<file path="config.mk">
export PLATFORM = sky130hd
export DESIGN_NAME = operand_bypass_unit
export DESIGN_NICKNAME = d
export VERILOG_FILES = /design/src/rtl/fwd_pkg.sv /design/src/rtl/fwd_operand_sel.sv /design/src/rtl/fwd_decode_bypass.sv /design/src/rtl/fwd_load_interlock.sv /design/src/rtl/operand_bypass_unit.sv
export SDC_FILE = /design/constraint.sdc
export NUM_CORES = 1
export LEC_CHECK = 0
export BUFFER_PORTS_ARGS = -buffer_cell sky130_fd_sc_hd__buf_2
export CORE_MARGIN = 5
export CORE_UTILIZATION = 44
export DETAILED_ROUTE_END_ITERATION = 8
export GPL_TIMING_DRIVEN = 1
export PLACE_DENSITY = 0.91
export SYNTH_ARGS = -nofsm -noshare
export SYNTH_HDL_FRONTEND = slang
export SYNTH_HIERARCHICAL = 1
export SYNTH_SLANG_ARGS = --single-unit
</file>
<file path="constraint.sdc">
create_clock -name vclk -period 2.65
set_clock_uncertainty 0.2 [all_clocks]
set_input_delay 0.53 -clock vclk [all_inputs]
set_output_delay 0.53 -clock vclk [all_outputs]
set_load 0.01 [all_outputs]
</file>
<file path="src/rtl/fwd_pkg.sv">
package fwd_pkg;

   typedef enum logic [1:0] {
      FWD_REG = 2'b00,
      FWD_WB  = 2'b01,
      FWD_MEM = 2'b10
   } fwd_sel_e;

   localparam int unsigned NUM_OPS = 2;

endpackage

</file>
<file path="src/rtl/fwd_operand_sel.sv">
module fwd_operand_sel
   import fwd_pkg::*;
#(
   parameter int unsigned REG_IDX_W = 5,
   parameter bit          ZERO_HARD = 1'b1
) (
   input  logic [REG_IDX_W-1:0] src,
   input  logic                 need,
   input  logic [REG_IDX_W-1:0] mem_dst,
   input  logic                 mem_wr,
   input  logic                 mem_load,
   input  logic [REG_IDX_W-1:0] wb_dst,
   input  logic                 wb_wr,
   output fwd_sel_e             sel
);

   logic live;
   logic hit_mem;
   logic hit_wb;

   generate
      if (ZERO_HARD) begin : g_zero_hard
         assign live = need && (src != '0);
      end else begin : g_zero_soft
         assign live = need;
      end
   endgenerate

   assign hit_mem = live && mem_wr && !mem_load && (mem_dst == src);
   assign hit_wb  = live && wb_wr && (wb_dst == src);

   always_comb begin
      if (hit_mem)     sel = FWD_MEM;
      else if (hit_wb) sel = FWD_WB;
      else             sel = FWD_REG;
   end

   always_comb begin
      p_sel_code_r2: assert (sel != 2'b11)
         else $error("illegal select code");
      p_mem_src_alu_r5: assert (!(sel == FWD_MEM) || (mem_wr && !mem_load && mem_dst == src))
         else $error("memory-stage select without eligible writer");
      p_mem_wins_r4: assert (!(sel == FWD_WB) || !(need && mem_wr && !mem_load && mem_dst == src
                                                 && (!ZERO_HARD || src != '0)))
         else $error("writeback chosen over eligible memory stage");
      p_wb_needs_wr_r6: assert (!(sel == FWD_WB) || (wb_wr && wb_dst == src))
         else $error("writeback select without writer");
      p_unused_quiet_r8: assert (need || sel == FWD_REG)
         else $error("unused operand forwarded");
      p_zero_quiet_r7: assert (!ZERO_HARD || src != '0 || sel == FWD_REG)
         else $error("register zero forwarded");
   end

endmodule

</file>
<file path="src/rtl/fwd_decode_bypass.sv">
module fwd_decode_bypass #(
   parameter int unsigned REG_IDX_W = 5,
   parameter bit          ZERO_HARD = 1'b1
) (
   input  logic [REG_IDX_W-1:0] src,
   input  logic [REG_IDX_W-1:0] wb_dst,
   input  logic                 wb_wr,
   output logic                 byp
);

   logic src_ok;

   generate
      if (ZERO_HARD) begin : g_zero_hard
         assign src_ok = (src != '0);
      end else begin : g_zero_soft
         assign src_ok = 1'b1;
      end
   endgenerate

   assign byp = src_ok && wb_wr && (wb_dst == src);

   always_comb begin
      p_byp_needs_wr_r9: assert (!byp || wb_wr)
         else $error("decode bypass without writeback");
      p_byp_zero_r7: assert (!ZERO_HARD || src != '0 || !byp)
         else $error("decode bypass of register zero");
   end

endmodule

</file>
<file path="src/rtl/fwd_load_interlock.sv">
module fwd_load_interlock
   import fwd_pkg::*;
#(
   parameter int unsigned REG_IDX_W = 5,
   parameter bit          ZERO_HARD = 1'b1
) (
   input  logic [NUM_OPS-1:0][REG_IDX_W-1:0] id_src,
   input  logic [NUM_OPS-1:0]                id_need,
   input  logic [REG_IDX_W-1:0]              ex_dst,
   input  logic                              ex_wr,
   input  logic                              ex_load,
   output logic                              stall
);

   logic [NUM_OPS-1:0] dep;
   logic               dst_ok;

   generate
      if (ZERO_HARD) begin : g_zero_hard
         assign dst_ok = (ex_dst != '0);
      end else begin : g_zero_soft
         assign dst_ok = 1'b1;
      end
      for (genvar i = 0; i < NUM_OPS; i++) begin : g_dep
         assign dep[i] = id_need[i] && (id_src[i] == ex_dst);
      end
   endgenerate

   assign stall = ex_load && ex_wr && dst_ok && (|dep);

   always_comb begin
      p_stall_load_only_r10: assert (!stall || (ex_load && ex_wr))
         else $error("stall without a writing load");
      p_stall_zero_r7: assert (!ZERO_HARD || ex_dst != '0 || !stall)
         else $error("stall on register zero");
   end

endmodule

</file>
<file path="src/rtl/operand_bypass_unit.sv">
module operand_bypass_unit
   import fwd_pkg::*;
#(
   parameter int unsigned REG_IDX_W = 5,
   parameter bit          ZERO_HARD = 1'b1
) (
   input  logic [REG_IDX_W-1:0] id_src_a,
   input  logic [REG_IDX_W-1:0] id_src_b,
   input  logic                 id_need_a,
   input  logic                 id_need_b,
   input  logic [REG_IDX_W-1:0] ex_src_a,
   input  logic [REG_IDX_W-1:0] ex_src_b,
   input  logic                 ex_need_a,
   input  logic                 ex_need_b,
   input  logic [REG_IDX_W-1:0] ex_dst,
   input  logic                 ex_wr,
   input  logic                 ex_load,
   input  logic [REG_IDX_W-1:0] mem_dst,
   input  logic                 mem_wr,
   input  logic                 mem_load,
   input  logic [REG_IDX_W-1:0] wb_dst,
   input  logic                 wb_wr,
   output logic [1:0]           sel_a,
   output logic [1:0]           sel_b,
   output logic                 dec_byp_a,
   output logic                 dec_byp_b,
   output logic                 ld_stall
);

   generate
      if (REG_IDX_W < 1 || REG_IDX_W > 8) begin : g_bad_width
         $error("REG_IDX_W must lie in 1..8");
      end
   endgenerate

   logic [NUM_OPS-1:0][REG_IDX_W-1:0] ex_src;
   logic [NUM_OPS-1:0]                ex_need;
   logic [NUM_OPS-1:0][REG_IDX_W-1:0] id_src;
   logic [NUM_OPS-1:0]                id_need;
   fwd_sel_e [NUM_OPS-1:0]            sel;
   logic [NUM_OPS-1:0]                byp;

   assign ex_src  = {ex_src_b, ex_src_a};
   assign ex_need = {ex_need_b, ex_need_a};
   assign id_src  = {id_src_b, id_src_a};
   assign id_need = {id_need_b, id_need_a};

   generate
      for (genvar i = 0; i < NUM_OPS; i++) begin : g_op
         fwd_operand_sel #(
            .REG_IDX_W (REG_IDX_W),
            .ZERO_HARD (ZERO_HARD)
         ) u_sel (
            .src      (ex_src[i]),
            .need     (ex_need[i]),
            .mem_dst  (mem_dst),
            .mem_wr   (mem_wr),
            .mem_load (mem_load),
            .wb_dst   (wb_dst),
            .wb_wr    (wb_wr),
            .sel      (sel[i])
         );

         fwd_decode_bypass #(
            .REG_IDX_W (REG_IDX_W),
            .ZERO_HARD (ZERO_HARD)
         ) u_byp (
            .src    (id_src[i]),
            .wb_dst (wb_dst),
            .wb_wr  (wb_wr),
            .byp    (byp[i])
         );
      end
   endgenerate

   fwd_load_interlock #(
      .REG_IDX_W (REG_IDX_W),
      .ZERO_HARD (ZERO_HARD)
   ) u_ilk (
      .id_src  (id_src),
      .id_need (id_need),
      .ex_dst  (ex_dst),
      .ex_wr   (ex_wr),
      .ex_load (ex_load),
      .stall   (ld_stall)
   );

   assign sel_a     = sel[0];
   assign sel_b     = sel[1];
   assign dec_byp_a = byp[0];
   assign dec_byp_b = byp[1];

   always_comb begin
      p_idle_r1: assert (mem_wr || wb_wr || (sel_a == 2'b00 && sel_b == 2'b00))
         else $error("forwarding with no writer");
      p_idle_stall_r1: assert (ex_wr || !ld_stall)
         else $error("stall with no execute writer");
   end

endmodule

</file>
==> results of run 1 <==
synthesized netlist by cell type:
| cell | number | area [um^2] |
|---|---|---|
| o211ai_2 | 1 | 12.5 |
| and4_1 | 2 | 17.5 |
| buf_4 | 2 | 15.0 |
| nand2_1 | 2 | 7.51 |
| nand4b_1 | 2 | 17.5 |
| nor3_1 | 2 | 10.0 |
| nor4_1 | 6 | 37.5 |
| a21oi_1 | 1 | 5.00 |
| nand4_1 | 2 | 12.5 |
| nor3_2 | 2 | 20.0 |
| o21ai_0 | 2 | 10.0 |
| nor4b_2 | 2 | 30.0 |
| or4_1 | 3 | 22.5 |
| nand3_1 | 4 | 20.0 |
| xor2_1 | 22 | 193 |
| xnor2_1 | 16 | 140 |
| nor2_2 | 2 | 12.5 |
| or2_1 | 2 | 12.5 |
cell type report:
class / count / share of cell area, %
multi-input combinational: 73 / 67.9
tap: 15 / 2.20
timing repair buffer: 51 / 29.9
power by group through the flow:
stage	sequential [mW]	combinational, mW	clock (mW)
floorplan	0	0.0555	0
global placement	0	0.116	0
detailed placement	0	0.120	0
CTS	0	0.121	0
global route	0	0.134	0
finish	0	0.121	0
metrics by stage:
step	power, mW	std cells	util, %
6_report	0.121	139	66.5
5_1_grt	0.134	139	66.5
4_1_cts	0.121	139	66.5
3_5_place_dp	0.120	139	66.5
3_3_place_gp	0.116	139	66.5
2_1_floorplan	0.0555	75	-
worst paths after layout:
kind / start / to / cells after the start
worst max-delay path: ex_src_b[1] / sel_b[0] / 6
worst min-delay path: ex_load / ld_stall / 4
cell families (layout without fill, tap and decap cells):
kind of cell           Yosys count  after routing  synth area share, %
XOR/XNOR                        38             38                 55.9
buffers and inverters            2             51                 2.52
AND/OR/NAND/NOR                 31             31                 37.0
AO/OA/AOI/OAI                    4              4                 4.62
metal layers:
layer	track usage, %	part of all wire (%)
met1	21.8	37
met2	37.9	58
met3	0	3.3
met4	4.42	1.2
met5	0	0
==> flow_metrics.env, run 1 <==
export IMPL_gp_congestion=0.780
export IMPL_initial_core_util_pct=46.3
export IMPL_fmax_mhz=395
export IMPL_ioPinCount=51
export IMPL_crit_required_ps=1920
export IMPL_grt_pass1_wl_um=3150
export IMPL_netSwitchingFraction_pct=49.2
export IMPL_grt_overflow_total=0
export IMPL_outcome="complete, no violations"
export IMPL_syn_inst=75
export IMPL_cts_resized=0
export IMPL_worst_path_most_repeated_cell="buf_2"
export IMPL_avgRoutedWirePerCell_um=13.9
export IMPL_peakVddDrop_uv=76.8
export IMPL_cp_start_kind="primary input"
export IMPL_p_int_mw=0.0613
export IMPL_drc_errors=0
export IMPL_p_clk_share_pct=0
export IMPL_hp_class="primary input to primary output"
export IMPL_leakagePower_nw=0.384
export IMPL_viasPerCell=5.19
export IMPL_cp_top_family="simple AND/OR/NAND/NOR gates"
export IMPL_mostFrequentLayoutCells="buf_2, xor2_1, xnor2_1, nor4_1, nand3_1"
export IMPL_ys_seq_area_share_pct=0
export IMPL_whs_ps=1170
export IMPL_cpMaxStageDelayCell="or4_1"
export IMPL_first_pass_iters=4
export IMPL_die_w_um=46.8
export IMPL_drv_cap=0
export IMPL_insertedDiodeCount=0
export IMPL_die_y_um=46.8
export IMPL_grt_max_degree=7
export IMPL_fp_row_count=13
export IMPL_crit_type="primary input to primary output"
export IMPL_antenna_found_initial=0
export IMPL_wirelength_um=1930
export IMPL_worst_path_buf_inv=2
export IMPL_grt_usage_pct=18.9
export IMPL_slew_violations=0
export IMPL_seqPwrFrac_pct=0
export IMPL_postRouteAntennaNets=0
export IMPL_nNetsFinal=170
export IMPL_register_area_um2=0
export IMPL_n_clock_buffer=0
export IMPL_avgSynthCellArea_um2=7.94
export IMPL_coreArea_um2=1280
export IMPL_path_cells="buf_2 -> or4_1 -> nor2_2 -> nor3_2 -> nor4b_2 -> buf_2"
export IMPL_cts_hold_buf=0
export IMPL_crit_arrival_ps=1800
export IMPL_port_buffers=51
export IMPL_pre_cts_ws_ps=117
export IMPL_slowest_delay_ps=530
export IMPL_fin_crit_sh_pct=95.6
export IMPL_pwr_share_comb_pct=100.0
export IMPL_postLayoutSetupSlackWorst_ps=118
export IMPL_p_switching_mw=0.0594
export IMPL_vias=721
export IMPL_layout_drive_gt1_share_pct=46.8
export IMPL_mostFrequentLayoutCell="buf_2"
export IMPL_post_route_cell_area_um2=855
export IMPL_crit_fanout=3
export IMPL_hold_violations=0
export IMPL_cellPowerDensity_nw_per_um2=141
export IMPL_setup_tns_ps=0
export IMPL_rsz0062_at_grt="no"
export IMPL_multi_input_area_um2=581
export IMPL_worstMarginPinSlew_ps=265
export IMPL_grt_pass1_vias=788
export IMPL_post_cts_setup_buffers=0
export IMPL_fillers=115
export IMPL_syn_nets=119
export IMPL_detail_route_iter0_violations=8
export IMPL_place_area_um2=855
export IMPL_setup_viol=0
export IMPL_setup_worst_path_end_class="primary output"
export IMPL_dp_final_hpwl_um=1800
export IMPL_syn_area_um2=596
export IMPL_period_minus_slack_ps=2530
export IMPL_ys_types=18
export IMPL_seq_cells=0
export IMPL_syn2layout_area_growth_pct=43.5
export IMPL_ys_warn_count=6
export IMPL_dieArea_um2=2190
export IMPL_slew_headroom_pct=82.2
Power figures use the tool's default switching activity.
==> run 2: changes to the inputs <==
- BUFFER_PORTS_ARGS: -buffer_cell sky130_fd_sc_hd__buf_2 -> unset
- CORE_AREA: unset -> 5 5 42 44
- CORE_MARGIN: 5 -> unset
- CORE_UTILIZATION: 44 -> unset
- DIE_AREA: unset -> 0 0 47 49
- DONT_BUFFER_PORTS: unset -> 1
- PLACE_DENSITY: 0.91 -> unset
==> flow_metrics.env, run 2 (synthesis results as in run 1) <==
export IMPL_place_area_um2=601
export IMPL_peakVddDrop_uv=45.5
export IMPL_layout_drive_gt1_share_pct=9.59
export IMPL_seq_cells=0
export IMPL_coreArea_um2=1400
export IMPL_rsz0062_at_grt="no"
export IMPL_crit_type="primary input to primary output"
export IMPL_post_route_cell_area_um2=601
export IMPL_outcome="complete, no violations"
export IMPL_postRouteAntennaNets=0
export IMPL_detail_route_iter0_violations=0
export IMPL_grtUsageMet1_pct=13.5
export IMPL_grt_overflow_total=0
export IMPL_grt_max_degree=7
export IMPL_setup_viol=0
export IMPL_worstMarginPinSlew_ps=349
export IMPL_nNetsFinal=119
export IMPL_fin_crit_sh_pct=91.3
export IMPL_netSwitchingFraction_pct=34.5
export IMPL_crit_arrival_ps=1690
export IMPL_path_cells="or4_1 -> nor2_2 -> nor3_2 -> nor4b_2"
export IMPL_hp_class="primary input to primary output"
export IMPL_grt_pass1_vias=614
export IMPL_p_int_mw=0.0393
export IMPL_dp_final_hpwl_um=1490
export IMPL_grt_met3_usage_pct=4.80
export IMPL_drv_cap=0
export IMPL_cp_start_kind="primary input"
export IMPL_setup_tns_ps=0
export IMPL_grt_busiest_layer="met2"
export IMPL_fmax_mhz=413
export IMPL_dieArea_um2=2300
export IMPL_wirelength_um=1610
export IMPL_die_w_um=47
export IMPL_gp_congestion=0.684
export IMPL_crit_required_ps=1920
export IMPL_slew_headroom_pct=76.7
export IMPL_seqPwrFrac_pct=0
export IMPL_post_place_cells=89
export IMPL_first_pass_iters=1
export IMPL_grt_pass1_wl_um=2440
export IMPL_viasPerCell=6.15
export IMPL_grt_usage_pct=13.4
export IMPL_avgRoutedWirePerCell_um=18.1
export IMPL_antenna_found_initial=0
export IMPL_register_area_um2=0
export IMPL_finalPower_mw=0.0600
export IMPL_fp_row_count=14
export IMPL_period_minus_slack_ps=2420
export IMPL_pwr_share_comb_pct=100.0
export IMPL_leakagePower_nw=0.172
export IMPL_cpMaxStageDelayCell="or4_1"
export IMPL_syn2layout_area_growth_pct=0.840
export IMPL_p_clk_share_pct=0
export IMPL_hold_violations=0
export IMPL_p_switching_mw=0.0207
export IMPL_slew_violations=0
export IMPL_n_clock_buffer=0
export IMPL_insertedDiodeCount=0
export IMPL_drc_errors=0
export IMPL_met2_usage_pct=26.0
export IMPL_whs_ps=965
export IMPL_vias=547
export IMPL_cts_hold_buf=0
export IMPL_layout_cells_non_filler=89
export IMPL_initial_core_util_pct=42.5
export IMPL_mostFrequentLayoutCells="xor2_1, xnor2_1, nor4_1, nand3_1, or4_1"
export IMPL_cts_resized=0
export IMPL_mostFrequentLayoutCell="xor2_1"
export IMPL_port_buffers=0
export IMPL_slowest_delay_ps=520
export IMPL_post_cts_setup_buffers=0
export IMPL_setup_worst_path_end_class="primary output"
export IMPL_crit_fanout=3
export IMPL_ioPinCount=51
export IMPL_die_y_um=49
export IMPL_cellPowerDensity_nw_per_um2=99.9
[run 2: per-stage QoR]
stage	setup slack [ps]	util, %
2_1_floorplan	313	-
3_3_place_gp	229	42.9
3_5_place_dp	227	42.9
4_1_cts	218	42.9
5_1_grt	169	42.9
6_report	230	42.9
[run 2: final timing paths]
path | from | slack [ps] | cells after the start | end
setup / recovery | ex_src_b[1] | 230 | 4 | sel_b[0]
hold / removal | ex_load | 960 | 2 | ld_stall
[run 2: metal layers]
layer  wire [um]  vias to the layer above
met5           0                        -
met4           0                        0
met3         261                        0
met2         813                       33
met1         534                      248
li1            -                      266
[run 2: area by class of cell]
cell class / count / area (um^2)
fill: 154 / 801
multi-input combinational: 73 / 581
tap: 16 / 20.0
[run 2: worst max-delay path: cells and delay by family]
family | cells | cell delay (ps)
simple gates | 4 | 1160
[run 2: power groups by stage]
stage               Clock (mW)  Sequential, mW  Combinational, mW
finish                       0               0             0.0600
global route                 0               0             0.0665
CTS                          0               0             0.0609
detailed placement           0               0             0.0604
global placement             0               0             0.0584
floorplan                    0               0             0.0555
